<file path="config.mk">
export PLATFORM = sky130hd
export DESIGN_NAME = rob_top
export DESIGN_NICKNAME = d
export VERILOG_FILES = /design/src/rtl/rob_pkg.sv /design/src/rtl/rob_ptrs.sv /design/src/rtl/rob_entries.sv /design/src/rtl/rob_top.sv
export SDC_FILE = /design/constraint.sdc
export NUM_CORES = 1
export LEC_CHECK = 0
export BUFFER_PORTS_ARGS = -buffer_cell sky130_fd_sc_hd__buf_4
export CAP_MARGIN = 20
export CELL_PAD_IN_SITES_DETAIL_PLACEMENT = 1
export CELL_PAD_IN_SITES_GLOBAL_PLACEMENT = 2
export CORE_UTILIZATION = 50
export DETAILED_ROUTE_END_ITERATION = 10
export PLACE_DENSITY = 0.95
export SLEW_MARGIN = 20
export SYNTH_ARGS = -nofsm -noshare
export SYNTH_HDL_FRONTEND = slang
export SYNTH_SLANG_ARGS = --single-unit
</file>
<file path="constraint.sdc">
create_clock -name clk -period 12.7 [get_ports clk]
set_input_delay 3.81 -clock clk [delete_from_list [all_inputs] [get_ports clk]]
set_output_delay 3.81 -clock clk [all_outputs]
set_load 0.05 [all_outputs]
</file>
<file path="src/rtl/rob_pkg.sv">
`timescale 1ns/1ps
package rob_pkg;
    localparam int ROB_DATA_W = 32;
    localparam int ROB_DEST_W = 8;

    typedef enum logic [1:0] {
        KIND_REG    = 2'd0,
        KIND_STORE  = 2'd1,
        KIND_BRANCH = 2'd2
    } rob_kind_e;

    typedef struct packed {
        rob_kind_e             kind;
        logic [ROB_DEST_W-1:0] dest;
        logic [ROB_DATA_W-1:0] value;
        logic                  ready;
        logic                  exc;
    } rob_entry_t;

    function automatic logic kind_writes_reg(rob_kind_e k);
        return k == KIND_REG;
    endfunction

    function automatic logic kind_writes_mem(rob_kind_e k);
        return k == KIND_STORE;
    endfunction
endpackage

</file>
<file path="src/rtl/rob_ptrs.sv">
`timescale 1ns/1ps
module rob_ptrs #(
    parameter int DEPTH = 16,
    parameter int IW    = $clog2(DEPTH)
) (
    input  logic          clk,
    input  logic          rst,
    input  logic          alloc,
    input  logic          retire,
    input  logic          drop_all,
    input  logic          flush,
    input  logic [IW-1:0] flush_idx,
    output logic [IW-1:0] head_idx,
    output logic [IW-1:0] tail_idx,
    output logic          full,
    output logic          empty
);
    localparam int PW = IW + 1;

    logic [PW-1:0] head_q, tail_q, flush_ptr;

    assign head_idx = head_q[IW-1:0];
    assign tail_idx = tail_q[IW-1:0];
    assign empty    = (head_q == tail_q);
    assign full     = (head_idx == tail_idx) && (head_q[IW] != tail_q[IW]);

    // Slot kept by a flush lies on the same lap as the head unless its index wrapped below it.
    always_comb begin
        flush_ptr = {(flush_idx >= head_idx) ? head_q[IW] : ~head_q[IW], flush_idx};
    end

    always_ff @(posedge clk) begin
        if (rst) begin
            head_q <= '0;
            tail_q <= '0;
        end else if (drop_all) begin
            head_q <= tail_q;
        end else begin
            if (retire) head_q <= head_q + PW'(1);
            if (flush)      tail_q <= flush_ptr + PW'(1);
            else if (alloc) tail_q <= tail_q + PW'(1);
        end
    end

    AST_NO_OVERFLOW: assert property (@(posedge clk) disable iff (rst)
        alloc |-> !full) else $error("allocation into a full ring");
    AST_HEAD_STEP: assert property (@(posedge clk) disable iff (rst)
        (retire && !drop_all) |=> head_idx == $past(head_idx) + IW'(1)) else $error("head did not advance by one");
    AST_FLUSH_TAIL: assert property (@(posedge clk) disable iff (rst)
        (flush && !drop_all) |=> tail_idx == $past(flush_idx) + IW'(1)) else $error("flush left wrong young end");
    AST_TRAP_EMPTIES: assert property (@(posedge clk) disable iff (rst)
        drop_all |=> empty) else $error("ring not empty after trap");
endmodule

</file>
<file path="src/rtl/rob_entries.sv">
`timescale 1ns/1ps
module rob_entries
    import rob_pkg::*;
#(
    parameter int DEPTH = 16,
    parameter int IW    = $clog2(DEPTH)
) (
    input  logic                  clk,
    input  logic                  rst,
    input  logic                  alloc,
    input  logic [IW-1:0]         alloc_idx,
    input  rob_kind_e             alloc_kind,
    input  logic [ROB_DEST_W-1:0] alloc_dest,
    input  logic                  res_valid,
    input  logic [IW-1:0]         res_idx,
    input  logic [ROB_DATA_W-1:0] res_value,
    input  logic                  res_exc,
    input  logic [IW-1:0]         head_idx,
    input  logic [IW-1:0]         rd_idx,
    output rob_entry_t            head_ent,
    output rob_entry_t            rd_ent
);
    rob_entry_t ents [DEPTH];

    always_ff @(posedge clk) begin
        for (int i = 0; i < DEPTH; i++) begin
            if (rst) begin
                ents[i] <= '0;
            end else if (alloc && alloc_idx == IW'(i)) begin
                ents[i].kind  <= alloc_kind;
                ents[i].dest  <= alloc_dest;
                ents[i].value <= '0;
                ents[i].ready <= 1'b0;
                ents[i].exc   <= 1'b0;
            end else if (res_valid && res_idx == IW'(i)) begin
                ents[i].value <= res_value;
                ents[i].ready <= 1'b1;
                ents[i].exc   <= res_exc;
            end
        end
    end

    assign head_ent = ents[head_idx];
    assign rd_ent   = ents[rd_idx];

    AST_CAPTURE: assert property (@(posedge clk) disable iff (rst)
        (res_valid && rd_idx == res_idx && !(alloc && alloc_idx == res_idx)) |=>
            ($stable(rd_idx) -> (rd_ent.ready && rd_ent.value == $past(res_value)))) else $error("result not captured");
endmodule

</file>
<file path="src/rtl/rob_top.sv">
`timescale 1ns/1ps
module rob_top
    import rob_pkg::*;
#(
    parameter int DEPTH = 16,
    parameter int IW    = $clog2(DEPTH)
) (
    input  logic                  clk,
    input  logic                  rst,
    input  logic                  iss_valid,
    input  logic                  iss_rs_free,
    input  logic [1:0]            iss_kind,
    input  logic [ROB_DEST_W-1:0] iss_dest,
    output logic                  iss_ok,
    output logic [IW-1:0]         iss_tag,
    output logic                  full,
    output logic                  empty,
    input  logic                  res_valid,
    input  logic [IW-1:0]         res_tag,
    input  logic [ROB_DATA_W-1:0] res_value,
    input  logic                  res_exc,
    input  logic [IW-1:0]         rd_tag,
    output logic                  rd_ready,
    output logic [ROB_DATA_W-1:0] rd_value,
    input  logic                  flush,
    input  logic [IW-1:0]         flush_tag,
    output logic                  cm_reg_we,
    output logic                  cm_mem_we,
    output logic [ROB_DEST_W-1:0] cm_dest,
    output logic [ROB_DATA_W-1:0] cm_value,
    output logic                  trap
);
    logic [IW-1:0] head_idx, tail_idx;
    rob_entry_t    head_ent, rd_ent;
    logic          head_live, retire;

    assign head_live = !empty && head_ent.ready;
    assign trap      = head_live && head_ent.exc;
    assign retire    = head_live && !head_ent.exc;
    assign iss_ok    = iss_valid && iss_rs_free && !full && !flush && !trap;
    assign iss_tag   = tail_idx;

    assign cm_reg_we = retire && kind_writes_reg(head_ent.kind);
    assign cm_mem_we = retire && kind_writes_mem(head_ent.kind);
    assign cm_dest   = head_ent.dest;
    assign cm_value  = head_ent.value;
    assign rd_ready  = rd_ent.ready;
    assign rd_value  = rd_ent.value;

    rob_ptrs #(.DEPTH(DEPTH), .IW(IW)) u_ptrs (
        .clk(clk), .rst(rst), .alloc(iss_ok), .retire(retire), .drop_all(trap),
        .flush(flush), .flush_idx(flush_tag), .head_idx(head_idx), .tail_idx(tail_idx),
        .full(full), .empty(empty)
    );

    rob_entries #(.DEPTH(DEPTH), .IW(IW)) u_ents (
        .clk(clk), .rst(rst), .alloc(iss_ok), .alloc_idx(tail_idx),
        .alloc_kind(rob_kind_e'(iss_kind)), .alloc_dest(iss_dest),
        .res_valid(res_valid), .res_idx(res_tag), .res_value(res_value), .res_exc(res_exc),
        .head_idx(head_idx), .rd_idx(rd_tag), .head_ent(head_ent), .rd_ent(rd_ent)
    );

    AST_ISSUE_TAG_STEP: assert property (@(posedge clk) disable iff (rst)
        iss_ok |=> iss_tag == $past(iss_tag) + IW'(1)) else $error("tags not consecutive");
    AST_ONE_ACTION: assert property (@(posedge clk) disable iff (rst)
        $onehot0({cm_reg_we, cm_mem_we, trap})) else $error("more than one retirement action");
    AST_EMPTY_QUIET: assert property (@(posedge clk) disable iff (rst)
        empty |-> !(cm_reg_we || cm_mem_we || trap)) else $error("retirement from empty ring");
    AST_TRAP_KEEPS_TAIL: assert property (@(posedge clk) disable iff (rst)
        trap |=> iss_tag == $past(iss_tag)) else $error("trap moved the young end");
endmodule

</file>
# Word level (Yosys, flattened, before mapping)
# Memory sizes are Yosys's and may differ from the RTL's. A register that Yosys moved wholly into a read port is not among the register bits.
# Cells that the tools add are included.
# word_totals
register_bits,10
mem_bits_rw,704
in_bits,61
out_inout_bits,83
word_cells,473
n_memories,1
# mem_list
memory,words,width,rd,rd_clocked_by_memory_dff,wr,line_no,text
u_ents.ents,16,44,2,1,16,rob_entries.sv:23,rob_entry_t ents [DEPTH];
# op_classes
add_sub_neg,3
magnitude_cmp,1
eq_ne,34
muxes,249
bitwise_logic,130
n_reduce_logical,53
# op_table
op,count
$mux W32,32
$mux W1,179
$mux W8,16
$or A1 B1 Y1,128
$eq A4 B4 Y1 const B,16
$logic_and A1 B1 Y1,42
$eq A4 B3 Y1 const B,8
$mux W2,16
$mux W5,4
$eq A4 B2 Y1 const B,4
$add A5 B1 Y5 const B,3
$eq A4 B1 Y1 const B,2
$logic_not A4 Y1,2
$mux W4,2
$eq A5 B5 Y1,1
$logic_not A1 Y1,5
$eq A4 B4 Y1,1
$ge A4 B4 Y1,1
$reduce_bool A2 Y1,2
$eq A2 B1 Y1 const B,1
$logic_not A2 Y1,1
$not A1 Y1,2
$reduce_and A2 Y1,1
$ne A1 B1 Y1,1

# Longest topological paths before layout
# Gate-level depths: netlist of run 1.
# logic_depth
ltp_word,12
ltp_mapped,10
mapped_depth_nobuf,8

# Hierarchy
# A second synthesis of run 1 with hierarchy kept.
# hier_totals
cells_unflattened,2464
hier_area_um2,38017.7
# by_module_without_submodules
module,instances,cells_each,area_per_inst_um2,seq_area_each_um2
rob_entries,1,2340,37034.3,21140.3
rob_ptrs,1,117,922.1,200.2
rob_top,1,7,61.3,0.0

# Worst setup path before layout of run 1
# No wires, ideal clock.
# synth_timing
path_kind,input to output
from,input rd_tag[0]
to,output rd_ready
t_arrival_ns,6.048
slack_ns,2.842
path_stages,5
cell_sequence,clkbuf_1 > clkbuf_1 > buf_1 > mux4_2 > mux4_2
# synth_via
elab_chain_cells,1
# synth_lines
item,line_no,text
from (decl),rob_top.sv:22,"input logic [IW-1:0] rd_tag,"
$mem_v2 Z16 W44,-,
to (decl),rob_top.sv:23,"output logic rd_ready,"
# No other way between the ends.

# Final worst setup path of run 1
# layout_timing
from,input rd_tag[0]
to,output rd_value[3]
# layout_via
elab_chain_cells,1
# layout_lines
item,line_no,text
$mem_v2 Z16 W44,-,
to (decl),rob_top.sv:24,"output logic [ROB_DATA_W-1:0] rd_value,"
# No other way between the ends.

==> out/metrics.cfg, run 1 <==
[yosys]
seq_area_frac_synth=0.5896
synthesis.area_mm2=0.03633
synth_edf_count=704
synth.distinct_cells=44
yosysWarnings=0
ys_async_sr_fraction=0
syn_nets=2297
ys_ff_latch=718
avgSynthCellArea_um2=16.29
synthCells=2230
synthFlopType=edfxtp_1

[sta]
max_freq_mhz=97.77
setup_violations=0
relSlewSlack=0.2307
finalCriticalPeriod_ns=10.23
clock_skew_ns=0.02421
drv_slew=0
rsz0062_at_grt=false
final.period_utilization=0.8053
setup-tns-final_ns=0
hold_viol_final=0
worst_pin_slew_ns=1.154

[clocking]
h-tree-depth=3
root_buffer=clkbuf_16
cts_buffers=79
cts_resized=0
clock-sinks=718
cts_tree=yes
clk_pin_slew_ns=0.05
clock_path_buffers=3
clock_latency_ns=0.64
cts_setup_buffers=0
cts_hold_buf=0

[worst_setup_path]
worst-r2r-setup-slack_ns=6.59
critPathRequiredTime_ns=8.89
path_max_fanout=78
ff2ff_path_depth=10
cp-end-kind=primary output
slowest_stage=buf_8
reg2reg_to=u_ents.ents[6][24]
crit_arrival_ns=6.42
critPathTopFamily=buffers and inverters
critPathBufInv=3
crit_type=in2out
critPathLaunch=rd_tag[0]
path_cells=buf_8 > buf_4 > mux4_2 > mux4_2 > buf_4
start_kind=primary input
cp_slowest_stage_delay_ns=0.68

[floorplanning]
die-width_um=271.6
coreArea_mm2=0.07173
io_pins=144
die_h_um=271.6
die_area_mm2=0.07374
rows=98
initial_utilization=0.5065

[routing]
wire_per_inst_um=35.15
drtAntennaViolNets=0
drt_wl_total_mm=116.5
drc=0
via_per_inst=6.818
num_vias=22607
first_iter_violations=2602
drtPass1Iterations=5

[placed_design]
portBuffers=143
dp_hpwl_mm=61.48
dp_cells=3166
gp_congestion=0.7896

[flow_run]
cap_violations=0

[global_route]
grt_usage=0.3198
antenna_found_initial=5
grt_pass1_wl_mm=168.8
grtUsageMet1=0.4027
grtUsageMet3=0.05688
gr-total-overflow=0
busiest_layer=met2
use_met2=0.5399
grt_max_degree=101
grt_pass1_vias=24612

[power_and_ir_drop]
vdd_drop_max_mv=0.1509
cellLeakagePower_nw=14.18
power.density_mw_per_mm2=178.5

[final_layout]
register_area_mm2=0.02144
multi_input_area_mm2=0.01441
drive_gt1_frac=0.3167
nets=2365
fin_cells=3316
syn_to_final_growth_pct=13.86
fillers=6389

[hold_path]
min_path_cells=2
worstHoldStart=u_ptrs.head_q[0]
hold_path_class=reg2reg

[outcome]
status=finished, final reports clean

==> power breakdown <==
part | switching, mW | total, mW | internal [mW]
logic | 1.14 | 2.02 | 0.876
registers | 0.159 | 2.89 | 2.73
clock network | 0.997 | 2.47 | 1.48
total | 2.30 | 7.38 | 5.09
==> metrics by stage <==
| stage | hold slack, ns | setup slack (ns) | area (um2) | total power [mW] | util |
|---|---|---|---|---|---|
| after floorplan | 0.5216 | 2.842 | 36330 | 4.330 | - |
| after global placement | 0.5526 | 2.463 | 38550 | 4.854 | 0.5375 |
| after detailed placement | 0.5821 | 2.416 | 38550 | 4.923 | 0.5375 |
| after CTS | 0.5933 | 2.402 | 41320 | 7.387 | 0.5760 |
| after global routing | 0.6327 | 2.290 | 41360 | 7.560 | 0.5766 |
| final | 0.5874 | 2.472 | 41360 | 7.383 | 0.5766 |
==> worst reg2reg max path: stages (launching register included) <==
cell and delay, ns:
dfxtp_4 0.77, buf_4 0.78, buf_4 0.65, nor2b_1 0.14, a22oi_1 0.36, a2bb2oi_2 0.11, buf_4 0.23, a2111oi_4 0.88
a21o_1 0.83, o21bai_4 0.26, buf_4 0.62
==> worst max-delay path by stage <==
stage / depth (start not counted) / to
after floorplan: 5 / rd_ready
after global placement: 5 / rd_value[3]
after detailed placement: 5 / rd_value[3]
after CTS: 5 / rd_value[3]
after global routing: 5 / rd_value[3]
final: 5 / rd_value[3]
==> state kept, by name, summed over array words and instances (netlist names), named ones only <==
signal	count
u_ptrs.tail_q	5
u_ents.ents	704
u_ptrs.head_q	5
==> layout by cell type, fill, tap and decap left out, types with 3 or more instances in the layout <==
master / n
o21ai_0: 7
edfxtp_1: 704
dfxtp_1: 10
dfxtp_4: 4
xnor2_1: 6
a211oi_1: 3
mux4_2: 383
a21o_1: 17
ha_1: 6
clkinv_1: 17
nand2_1: 50
clkbuf_16: 81
inv_1: 10
nor3_1: 6
clkbuf_8: 3
nand3_1: 6
nor2_1: 172
bufinv_16: 14
inv_6: 3
buf_4: 192
or2_2: 6
mux2i_1: 12
clkbuf_1: 9
o21bai_4: 12
and2_1: 530
clkinv_2: 11
nor2b_1: 13
a22oi_1: 5
nand2b_1: 7
xor2_1: 3
diode_2: 4
a211oi_4: 13
a2111oi_4: 7
a21oi_1: 7
==> layout make-up <==
type / instances / area share
multi-input cells: 1293 / 0.3484
clock buffers: 93 / 0.05082
inverters: 10 / 0.0009075
flip-flops and latches: 718 / 0.5182
well taps: 950 / 0.02874
diodes: 4 / 0.0002420
clock inverters: 52 / 0.01600
repair buffers: 196 / 0.03663
==> per-layer routing <==
layer  wire length (um)  vias up
met2              58700     1594
met1              40970    11905
met4               5535        0
met5                  0        -
met3              11340      362
li1                   -     8746
==> synth_stat cells, drive strengths merged, types with 10 or more instances <==
cell	number	area [um2]
nand2	50	187.7
inv	10	37.54
and2	530	3316
o21bai	12	90.09
edfxtp	704	21140
a21o	17	127.6
a211oi	16	125.1
buf	39	170.2
nor2	173	649.4
dfxtp	14	280.3
mux2i	13	142.6
nor2b	15	93.84
clkbuf	170	638.1
mux4	383	8626
==> logic make-up after synthesis <==
group,Yosys count,share of synthesized area
AO/OA/AOI/OAI,80,0.01884
XOR/XNOR,9,0.002170
adder cells (fa/ha/maj),6,0.002066
buffers and inverters,219,0.02328
flip-flops,718,0.5896
multiplexers,397,0.2417
AND/OR/NAND/NOR,801,0.1223
No activity file was read; power rests on OpenSTA's default activity.
==> run 2: changes to the inputs <==
CORE_UTILIZATION = 42   (was 50)
PLACE_DENSITY = 0.88   (was 0.95)
clock period = 8.25 ns   (was 12.7 ns; I/O delays follow)
==> run 2 against run 1 <==
- final cell count rose by 6.0%
- register-to-register slack worse by 3.9 ns
- power rose by 50%
- first-iteration DRC count decreased by 12%
- wire length is 3.9% lower
- sequential share of layout area decreased by 0.18 points
- critical endpoint is now rd_value[27]
- largest cell class unchanged
==> out/metrics.cfg, run 2 (synthesis results as in run 1) <==
[global_route]
gr-total-overflow=0  ; unchanged
grt_pass1_wl_mm=162.3  ; -3.8%
antenna_found_initial=3  ; -2
grt_max_degree=85  ; -16%
grt_usage=0.2587  ; -0.06109
grt_pass1_vias=23359  ; -5.1%

[clocking]
clk_pin_slew_ns=0.07  ; +0.02 ns
cts_buffers=80  ; +1.3%
clock-sinks=718  ; unchanged
h-tree-depth=3  ; unchanged
root_buffer=clkbuf_16
clock_latency_ns=0.66  ; +0.02 ns
cts_tree=yes
clock_path_buffers=3  ; unchanged
cts_setup_buffers=0  ; unchanged
cts_hold_buf=0  ; unchanged
cts_resized=0  ; unchanged

[placed_design]
dp_cells=3363  ; +6.2%
gp_congestion=0.8290  ; +5.0%
dp_hpwl_mm=63.66  ; +3.6%
portBuffers=143  ; unchanged

[floorplanning]
io_pins=144  ; unchanged
die_h_um=296.1  ; +9.0%
coreArea_mm2=0.08541  ; +19%
die-width_um=296.1  ; +9.0%
die_area_mm2=0.08768  ; +19%
initial_utilization=0.4253  ; -0.08113
rows=107  ; +9.2%

[worst_setup_path]
start_kind=primary input
slowest_stage=mux4_2
cp-end-kind=primary output
crit_arrival_ns=4.68  ; -1.74 ns
ff2ff_path_depth=8  ; -2
path_max_fanout=28  ; -64%
critPathRequiredTime_ns=5.78  ; -3.11 ns
reg2reg_to=u_ents.ents[2][6]
crit_type=in2out
cp_slowest_stage_delay_ns=0.61  ; -0.07 ns
worst-r2r-setup-slack_ns=2.69  ; -3.90 ns
path_cells=clkbuf_8 > buf_4 > mux4_2 > mux4_2 > buf_4

[routing]
num_vias=21697  ; -4.0%
first_iter_violations=2281  ; -12%
wire_per_inst_um=31.88  ; -9.3%
drtPass1Iterations=5  ; unchanged
drc=0  ; unchanged
drt_wl_total_mm=112.0  ; -3.9%
via_per_inst=6.174  ; -9.4%
drtAntennaViolNets=0  ; unchanged

[final_layout]
nets=2369  ; +0.17%
drive_gt1_frac=0.3143  ; -0.002359
layout_common_cells=704 x edfxtp_1, 530 x and2_1, 383 x mux4_2
largest_reg_flops=704  ; unchanged
syn_to_final_growth_pct=14.25
fillers=8134  ; +27%
top_register=u_ents.ents
layout_commonest_cell=edfxtp_1
fin_cells=3514  ; +6.0%
biggestRegsByFlops=u_ents.ents x704, u_ptrs.head_q x5, u_ptrs.tail_q x5

[sta]
setup_violations=0  ; unchanged
drv_slew=0  ; unchanged
max_freq_mhz=139.9
hold_viol_final=0  ; unchanged
fin_hold_ws_ns=0.5797  ; -0.007726 ns
worst_pin_slew_ns=1.001  ; -0.1534 ns
relSlewSlack=0.3330  ; +0.1023
rsz0062_at_grt=false
clock_skew_ns=0.06299  ; +0.03878 ns
finalCriticalPeriod_ns=7.150
final.period_utilization=0.8667
setup-tns-final_ns=0  ; unchanged

[outcome]
status=finished, final reports clean

[hold_path]
worstHoldStart=u_ptrs.tail_q[4]
hold_path_class=reg2reg
min_path_cells=2  ; unchanged
min_to=u_ptrs.tail_q[4]

[flow_run]
cap_violations=0  ; unchanged

[power_and_ir_drop]
cellLeakagePower_nw=14.11  ; -0.48%
power.density_mw_per_mm2=267.5  ; +50%
power_mw=11.10  ; +50%
vdd_drop_max_mv=0.1624  ; +7.6%

[run 2: cell types whose count changed in the layout (fill, tap and decap cells not counted), sizes merged]
cell | before | now
buf | 196 | 198
bufinv | 14 | 7
clkbuf | 93 | 101
clkinv | 31 | 35
clkinvlp | 2 | 4
diode | 4 | 3
inv | 15 | 11
[run 2: area by class of cell]
type | instances | area, um2 | share of cell area
flip-flops and latches | 718 | 21440 | 0.5165
multi-input cells | 1293 | 14410 | 0.3471
clock buffers | 100 | 2098 | 0.05056
repair buffers | 199 | 1554 | 0.03744
well taps | 1144 | 1431 | 0.03449
clock inverters | 47 | 534.3 | 0.01287
inverters | 10 | 37.54 | 0.0009044
diodes | 3 | 7.507 | 0.0001809
[run 2: metrics by stage]
step	setup WS [ns]	utilization	cell area, um2
2_1_floorplan	1.062	-	36330
3_3_place_gp	1.176	0.4549	38860
3_5_place_dp	1.106	0.4549	38860
4_1_cts	1.076	0.4857	41490
5_1_grt	1.026	0.4858	41500
6_report	1.100	0.4859	41500
[run 2: how the worst max path moves through the flow]
stage	from	to	slack, ns
floorplan	rd_tag[0]	rd_ready	1.06
global placement	rd_tag[0]	rd_value[27]	1.18
detailed placement	rd_tag[0]	rd_value[27]	1.11
CTS	rd_tag[0]	rd_value[27]	1.08
global route	rd_tag[0]	rd_value[27]	1.03
finish	rd_tag[0]	rd_value[27]	1.10
[run 2: worst max-delay path, delay by kind of cell]
family	cells	cell delay, ns
buffers and inverters	3	1.02
multiplexers	2	1.16
[run 2: layer usage]
layer  vias up  wire [um]  track usage
met2      1126      56810       0.4443
li1       8756          -            -
met1     11559      41960       0.3303
met4         4       4238      0.09568
met3       252       8989      0.04189
met5         -         29            0
[run 2: power by group]
group | switching, mW | internal [mW] | leakage [nW]
clock | 1.56 | 2.05 | 1.26
sequential | 0.223 | 4.21 | 7.26
combinational | 1.73 | 1.34 | 5.59
==> run 3: changes to the inputs <==
CORE_UTILIZATION = 44   (was 42)
CTS_BUF_LIST = sky130_fd_sc_hd__clkbuf_4   (was not set)
PLACE_DENSITY = 0.91   (was 0.88)
==> run 3 against run 2 <==
- hold slack got worse by 0.0041 ns
- the run now ends with DRC left
- largest cell class unchanged
- sequential power about the same
- register-to-register slack is essentially flat
- non-clock buffer count decreased by 3
- clock-buffer cell count grew 186
- clock skew rose by 0.056 ns
- critical path depth unchanged
- design area decreased by 0.49%
==> out/metrics.cfg, run 3 (synthesis results as in run 1) <==
[outcome]
status=finished with violations
violations=DRC

[routing]
wire_per_inst_um=31.09  ; -2.5%
drt_wl_total_mm=112.9  ; +0.75%
via_per_inst=6.228  ; +0.87%
drc=4  ; +4
first_iter_violations=2571  ; +13%
num_vias=22608  ; +4.2%
drtAntennaViolNets=0  ; unchanged
drtPass1Iterations=9  ; +4

[final_layout]
layout_commonest_cell=edfxtp_1
drive_gt1_frac=0.3668  ; +0.05245
top_register=u_ents.ents
biggestRegsByFlops=u_ents.ents x704, u_ptrs.head_q x5, u_ptrs.tail_q x5
largest_reg_flops=704  ; unchanged
syn_to_final_growth_pct=13.69
postLayoutCellArea_mm2=0.04130  ; -0.49%
layout_common_cells=704 x edfxtp_1, 530 x and2_1, 383 x mux4_2
nets=2475  ; +4.5%

[clocking]
clock-sinks=718  ; unchanged
cts_setup_buffers=0  ; unchanged
root_buffer=clkbuf_4
clock_path_buffers=3  ; unchanged
cts_tree=yes
clk_pin_slew_ns=0.05  ; -0.02 ns
clock_latency_ns=1.09  ; +0.43 ns
cts_resized=0  ; unchanged
cts_buffers=189  ; +140%
cts_hold_buf=0  ; unchanged
h-tree-depth=4  ; +1

[sta]
fin_hold_ws_ns=0.5756  ; -0.004068 ns
setup_violations=0  ; unchanged
setup-tns-final_ns=0  ; unchanged
worst_pin_slew_ns=1.033  ; +0.03269 ns
relSlewSlack=0.3093  ; -0.02363
rsz0062_at_grt=false
final.period_utilization=0.8641  ; -0.002538
drv_slew=0  ; unchanged
max_freq_mhz=140.3  ; +0.29%
finalCriticalPeriod_ns=7.129  ; -0.02094 ns
hold_viol_final=0  ; unchanged
clock_skew_ns=0.1186  ; +0.05559 ns

[floorplanning]
die-width_um=289.3  ; -2.3%
die_h_um=289.3  ; -2.3%
coreArea_mm2=0.08185  ; -4.2%
initial_utilization=0.4439  ; +0.01854
rows=105  ; -1.9%
die_area_mm2=0.08372  ; -4.5%
io_pins=144  ; unchanged

[placed_design]
portBuffers=143  ; unchanged
dp_hpwl_mm=62.07  ; -2.5%
gp_congestion=0.8135  ; -1.9%
placed_area_mm2=0.03879  ; -0.18%

[power_and_ir_drop]
power_mw=10.71  ; -3.5%
cellLeakagePower_nw=14.32  ; +1.5%
vdd_drop_max_mv=0.2742  ; +69%
power.density_mw_per_mm2=259.3  ; -3.1%

[global_route]
grt_pass1_vias=24634  ; +5.5%
antenna_found_initial=8  ; +5
gr-total-overflow=0  ; unchanged
grt_max_degree=121  ; +42%
grt_pass1_wl_mm=163.2  ; +0.57%
grt_usage=0.2744  ; +0.01574

[worst_setup_path]
critPathBufInv=3  ; unchanged
cp_slowest_stage_delay_ns=0.54  ; -0.07 ns
critPathRequiredTime_ns=5.78  ; about the same
path_cells=clkbuf_8 > buf_12 > mux4_2 > mux4_2 > buf_4
critPathTopFamily=multiplexers
start_kind=primary input
slowest_stage=mux4_2
crit_path_frequent_cell=mux4_2
cp-end-kind=primary output
crit_type=in2out
crit_arrival_ns=4.65  ; -0.03 ns
path_max_fanout=44  ; +57%

[hold_path]
hold_path_class=reg2reg

[flow_run]
cap_violations=0  ; unchanged

==> run 3: cell count changes in the layout (fill, tap and decap cells not counted), sizes merged, moves of 3 or more <==
| cell | delta |
|---|---|
| bufinv | -4 |
| diode | +5 |
| clkinv | +6 |
| clkbuf | +186 |
| buf | -3 |
==> run 3: path summary, 6_finish.rpt <==
path	to	from	depth (start not counted)	slack [ns]
setup / recovery	rd_value[21]	rd_tag[0]	5	1.12
hold / removal	u_ptrs.tail_q[4]	u_ptrs.tail_q[4]	2	0.58
setup reg to reg	u_ents.ents[3][30]	flop	8	2.70
hold reg to reg	u_ptrs.tail_q[4]	u_ptrs.tail_q[4]	2	0.58
==> run 3: per-stage QoR <==
stage,setup slack (ns),util,std cells
after CTS,1.101,0.5039,3621
after global placement,1.131,0.4739,3286
after detailed placement,1.107,0.4739,3286
after floorplan,1.062,-,2230
final,1.121,0.5046,3630
after global routing,1.035,0.5045,3628
==> run 3: metal layers <==
metal  global-route usage  wire length, um
met1               0.3376            42210
met5                    0                9
met3              0.05236             8760
met4               0.1266             4000
met2               0.4689            57890
==> run 3: report_power, final <==
part	total (mW)	switching, mW	leakage [nW]	internal (mW)
Combinational	3.08	1.73	5.60	1.35
Clock	3.21	1.53	1.47	1.67
Sequential	4.42	0.211	7.26	4.21
==> run 3: worst min-delay path: cells and delay by family (launching register included) <==
kind	cells	cell delay (ns)
and+or+nand+nor	1	0.09
DFF	1	0.36
AOI/OAI and AO/OA	1	0.07
==> run 3: cell type report <==
class,instances,area (um2)
Inverter,10,37.54
Fill cell,7737,40550
Multi-Input combinational cell,1293,14420
Tap cell,1070,1339
Clock inverter,49,312.8
Clock buffer,286,2147
Sequential cell,718,21440
Antenna cell,8,20.02
Timing Repair Buffer,196,1589
